### config.mk
export PLATFORM = sky130hd
export DESIGN_NAME = supply_seq_ctrl
export DESIGN_NICKNAME = d
export VERILOG_FILES = /design/src/rtl/seqc_pkg.sv /design/src/rtl/seqc_sat_timer.sv /design/src/rtl/seqc_mode_fsm.sv /design/src/rtl/seqc_out_stage.sv /design/src/rtl/supply_seq_ctrl.sv
export SDC_FILE = /design/constraint.sdc
export NUM_CORES = 1
export LEC_CHECK = 0
export BUFFER_PORTS_ARGS = -buffer_cell sky130_fd_sc_hd__buf_2
export CELL_PAD_IN_SITES_DETAIL_PLACEMENT = 1
export CELL_PAD_IN_SITES_GLOBAL_PLACEMENT = 2
export CORE_ASPECT_RATIO = 0.7
export CORE_MARGIN = 2
export CORE_UTILIZATION = 25
export CTS_CLUSTER_DIAMETER = 30
export DETAILED_ROUTE_END_ITERATION = 7
export PLACE_DENSITY_LB_ADDON = 0.1
export SLEW_MARGIN = 10
export SYNTH_ARGS = -nofsm -noshare
export SYNTH_HDL_FRONTEND = slang
export SYNTH_SLANG_ARGS = --single-unit
### constraint.sdc
create_clock -name clk -period 3.69 [get_ports clk]
set_input_delay 1.107 -clock clk [delete_from_list [all_inputs] [get_ports clk]]
set_output_delay 1.107 -clock clk [all_outputs]
set_load 0.02 [all_outputs]
### src/rtl/seqc_pkg.sv
package seqc_pkg;

  typedef enum logic [1:0] {
    MODE_HIZ = 2'd0,
    MODE_LOW = 2'd1,
    MODE_RUN = 2'd2
  } out_mode_e;

  // counter width able to hold 0..lim
  function automatic int unsigned cnt_width(input int unsigned lim);
    return (lim < 2) ? 1 : $clog2(lim + 1);
  endfunction

  // mode transition rule shared by the mode register
  function automatic out_mode_e next_mode(
    input out_mode_e cur,
    input logic      ls_ok,
    input logic      ls_rdy,
    input logic      hs_rdy,
    input logic      flt
  );
    out_mode_e nxt;
    nxt = cur;
    if (!ls_ok) begin
      nxt = MODE_HIZ;
    end else if (cur == MODE_RUN) begin
      nxt = flt ? MODE_LOW : MODE_RUN;
    end else if (ls_rdy && hs_rdy) begin
      nxt = MODE_RUN;
    end else if (flt) begin
      nxt = MODE_LOW;
    end
    return nxt;
  endfunction

endpackage

### src/rtl/seqc_sat_timer.sv
module seqc_sat_timer #(
  parameter int unsigned LIMIT = 8
) (
  input  logic clk,
  input  logic rst,
  input  logic run,
  input  logic clear,
  output logic done
);
  import seqc_pkg::*;

  localparam int unsigned W = cnt_width(LIMIT);
  localparam logic [W-1:0] LIM = W'(LIMIT);

  logic [W-1:0] cnt_q;

  always_ff @(posedge clk) begin
    if (rst || clear) begin
      cnt_q <= '0;
    end else if (run && (cnt_q != LIM)) begin
      cnt_q <= cnt_q + 1'b1;
    end
  end

  assign done = (cnt_q == LIM);

endmodule

### src/rtl/seqc_mode_fsm.sv
module seqc_mode_fsm (
  input  logic       clk,
  input  logic       rst,
  input  logic       ls_good,
  input  logic       hs_good,
  input  logic       ls_ready,
  input  logic       hs_ready,
  input  logic       flt_done,
  output logic [1:0] mode_q,
  output logic       hs_usable
);
  import seqc_pkg::*;

  out_mode_e state_q;
  out_mode_e state_d;

  // in run mode the link is up, so only the raw flag counts;
  // otherwise the high side must complete start-up and blanking
  assign hs_usable = (state_q == MODE_RUN) ? hs_good : hs_ready;

  always_comb begin
    state_d = next_mode(state_q, ls_good, ls_ready, hs_ready, flt_done);
  end

  always_ff @(posedge clk) begin
    if (rst) begin
      state_q <= MODE_HIZ;
    end else begin
      state_q <= state_d;
    end
  end

  assign mode_q = state_q;

endmodule

### src/rtl/seqc_out_stage.sv
module seqc_out_stage #(
  parameter int unsigned NCH = 2
) (
  input  logic           ls_good,
  input  logic [1:0]     mode_q,
  input  logic [NCH-1:0] cmp_res,
  output logic [NCH-1:0] pull_low,
  output logic [1:0]     mode_o
);
  import seqc_pkg::*;

  logic force_low;
  logic follow;

  assign force_low = ls_good && (mode_q == MODE_LOW);
  assign follow    = ls_good && (mode_q == MODE_RUN);
  assign mode_o    = ls_good ? mode_q : MODE_HIZ;

  for (genvar i = 0; i < NCH; i++) begin : g_ch
    assign pull_low[i] = force_low || (follow && cmp_res[i]);
  end

endmodule

### src/rtl/supply_seq_ctrl.sv
module supply_seq_ctrl #(
  parameter int unsigned NCH      = 2,
  parameter int unsigned LS_START = 8,
  parameter int unsigned HS_START = 6,
  parameter int unsigned HS_BLANK = 10,
  parameter int unsigned HS_FAULT = 5
) (
  input  logic           clk,
  input  logic           rst,
  input  logic           ls_good,
  input  logic           hs_good,
  input  logic [NCH-1:0] cmp_res,
  output logic [NCH-1:0] pull_low,
  output logic [1:0]     mode_o
);

  localparam int unsigned HS_WIN = HS_START + HS_BLANK;

  logic       ls_ready;
  logic       hs_ready;
  logic       flt_done;
  logic       hs_usable;
  logic       flt_run;
  logic       flt_clear;
  logic [1:0] mode_q;

  assign flt_run   = ls_ready && !hs_usable;
  assign flt_clear = !ls_good || hs_usable;

  seqc_sat_timer #(.LIMIT(LS_START)) u_ls_tmr (
    .clk(clk), .rst(rst), .run(ls_good), .clear(!ls_good), .done(ls_ready)
  );

  seqc_sat_timer #(.LIMIT(HS_WIN)) u_hs_tmr (
    .clk(clk), .rst(rst), .run(hs_good), .clear(!hs_good), .done(hs_ready)
  );

  seqc_sat_timer #(.LIMIT(HS_FAULT)) u_flt_tmr (
    .clk(clk), .rst(rst), .run(flt_run), .clear(flt_clear), .done(flt_done)
  );

  seqc_mode_fsm u_fsm (
    .clk(clk), .rst(rst), .ls_good(ls_good), .hs_good(hs_good),
    .ls_ready(ls_ready), .hs_ready(hs_ready), .flt_done(flt_done),
    .mode_q(mode_q), .hs_usable(hs_usable)
  );

  seqc_out_stage #(.NCH(NCH)) u_out (
    .ls_good(ls_good), .mode_q(mode_q), .cmp_res(cmp_res),
    .pull_low(pull_low), .mode_o(mode_o)
  );

endmodule

==> impl_metrics.yaml <==
layout:
  fin_nets: 105
  area_growth_pct: 17.4
  fin_area_um2: 855
  diodes: 0
  fin_cells: 127
  finish.utilization: 0.307
  final_layout_size_suffix_gt1_frac: 0.143
route:
  drt-wirelength-per-cell_um: 12.8
  wl_um: 1620
  via_per_inst: 4.36
  drtPass1Iterations: 4
  postRouteAntennaNets: 0
  drt_iter0_markers: 25
  drc: 0
  vias: 554
synth:
  synth_area_um2: 728
  ys_ff_latch: 14
  synthCells: 80
  avgSynthCellArea_um2: 9.10
  synth_top_family_by_area: "simple AND/OR/NAND/NOR gates"
  synthArstFlopShare: 0
  yosysWarnings: 0
  ys.flop_type: "dfxtp_1"
  synth-simple-area-share: 0.285
  synth_edf_count: 0
  yosys.area.top_type: "dfxtp_1"
  synth_cell_types: 26
  synthAdderAreaFrac: 0.103
  yosysMostFrequentCell: "dfxtp_1"
  synth_area_leaders: "dfxtp_1, ha_1, a21oi_1"
  synth-xor-area-share: 0.0601
  ys_seq_area_frac: 0.385
  muxShareOfSynthArea: 0.0137
  synth_top_area_share: 0.385
  synth_compound_area_frac: 0.115
  yosys-top-cells-count: "dfxtp_1, nand2_1, a21oi_1"
  synthesis.nets: 92
floorplanning:
  die_area_mm2: 0.00337
  die_x_um: 68.5
  rows: 16
  start_util: 0.262
  die_h_um: 49.2
  ios: 10
  core-area_mm2: 0.00278
clocking:
  clockBufferDepth: 2
  clkSlewWorstSetupHoldPaths_ns: 0.06
  cts_sinks: 14
  ctsResizeCount: 0
  cts_htree_levels: 1
  cts-hold-fix-buffers: 0
  cts_setup_buffers: 0
  insertion_delay_ns: 0.25
  numCtsBuffers: 3
  cts_tree: "built"
  clock-root-buffer: "clkbuf_8"
sta:
  hold_ws_ns: 0.510
  period_share: 0.758
  hold_viol_final: 0
  setup_viol: 0
  finalWorstSetupSlack_ns: 0.892
  max_freq_mhz: 357
  setup_tns_ns: 0
  rsz0062_at_grt: "false"
  fin_worst_skew_ns: 0.00522
  min_period_ns: 2.80
  relSlewSlack: 0.725
  tightest_slew_ns: 0.413
  drv_slew: 0
setup_path:
  r2r_start: "u_hs_tmr.cnt_q[0]"
  critPathCaptureType: "output pin"
  critPathRequiredTime_ns: 2.58
  crit_arrival_ns: 1.69
  worstSetupStartpointType: "input pin"
  r2r_slack_ns: 2.26
  r2r_end: "u_fsm.mode_q[0]"
  path_class: "in2out"
  reg2regPathDepth: 5
  crit_fanout: 7
placement:
  place_ws_ns: 0.880
  port_buffers: 9
  dpl.hpwl_um: 1250
  postPlaceCellArea_um2: 813
  globalplace.congestion: 0.739
  placed_cells: 124
outcome:
  status: "complete, no violations"
worst_hold_path:
  hold_path_class: "reg2reg"
  hold_end: "u_ls_tmr.cnt_q[1]"
  min_from: "u_ls_tmr.cnt_q[1]"
  hold-path-cell-count: 2
global_routing:
  grt_pass1_vias: 564
  grt_max_degree: 8
  track_usage: 0.115
  gr-total-overflow: 0
  antenna_found_initial: 0
  grt_pass1_wl_um: 2740
run:
  cap_violations: 0
power_and_ir_drop:
  p_leak_nw: 0.336
  ir_worst_vdd_mv: 0.131
  finalPower_uw: 298
  power-per-cell-area_mw_per_mm2: 349
worst max-delay path by stage:
stage	startpoint	end	cells past startpoint
finish	ls_good	pull_low[0]	3
global route	ls_good	pull_low[0]	3
global placement	ls_good	pull_low[1]	3
CTS	ls_good	pull_low[0]	3
floorplan	cmp_res[0]	pull_low[0]	2
detailed placement	ls_good	pull_low[0]	3
cells in the final DEF (no fill, tap or decap), types with 2 or more instances in the layout:
cell type	n
nand2b_1	2
nor2_1	6
nand3_1	3
and2_1	3
ha_1	6
a21oi_1	7
clkbuf_8	3
xnor2_1	2
nand2_1	8
dfxtp_1	14
inv_1	6
a21boi_0	2
nand3b_1	4
xor2_1	3
or3_1	2
buf_2	9
worst max-delay path: stages:
cell and delay, ns:
buf_2 0.14, a21boi_0 0.23, buf_2 0.21
flip-flops by register name, summed over array words and instances (netlist names):
signal	flops
u_hs_tmr.cnt_q	5
u_flt_tmr.cnt_q	3
u_fsm.mode_q	2
u_ls_tmr.cnt_q	4
metal layers:
metal | vias up | track usage | share of wire
met5 | - | 0 | 0
met1 | 247 | 0.164 | 0.54
li1 | 294 | - | -
met4 | 0 | 0.0200 | 0.0025
met3 | 2 | 0.0554 | 0.058
met2 | 11 | 0.157 | 0.40
cells by family after synthesis:
group,after synthesis
compound gates,13
buf+inv,7
xor+xnor,5
flops,14
simple gates,34
mux,1
fa+ha+maj,6
layout make-up:
type / count / area (um2)
Clock buffer: 3 / 41.3
Fill cell: 333 / 1930
Inverter: 6 / 22.5
Multi-Input combinational cell: 59 / 420
Sequential cell: 14 / 280
Tap cell: 36 / 45.0
Timing Repair Buffer: 9 / 45.0
report_power, final:
part | total, mW | switching [mW] | internal [mW]
logic | 0.0153 | 0.00882 | 0.00653
clock network | 0.127 | 0.0549 | 0.0722
registers | 0.156 | 0.00216 | 0.153
total | 0.298 | 0.0659 | 0.232
Power figures use the tool's default switching activity.
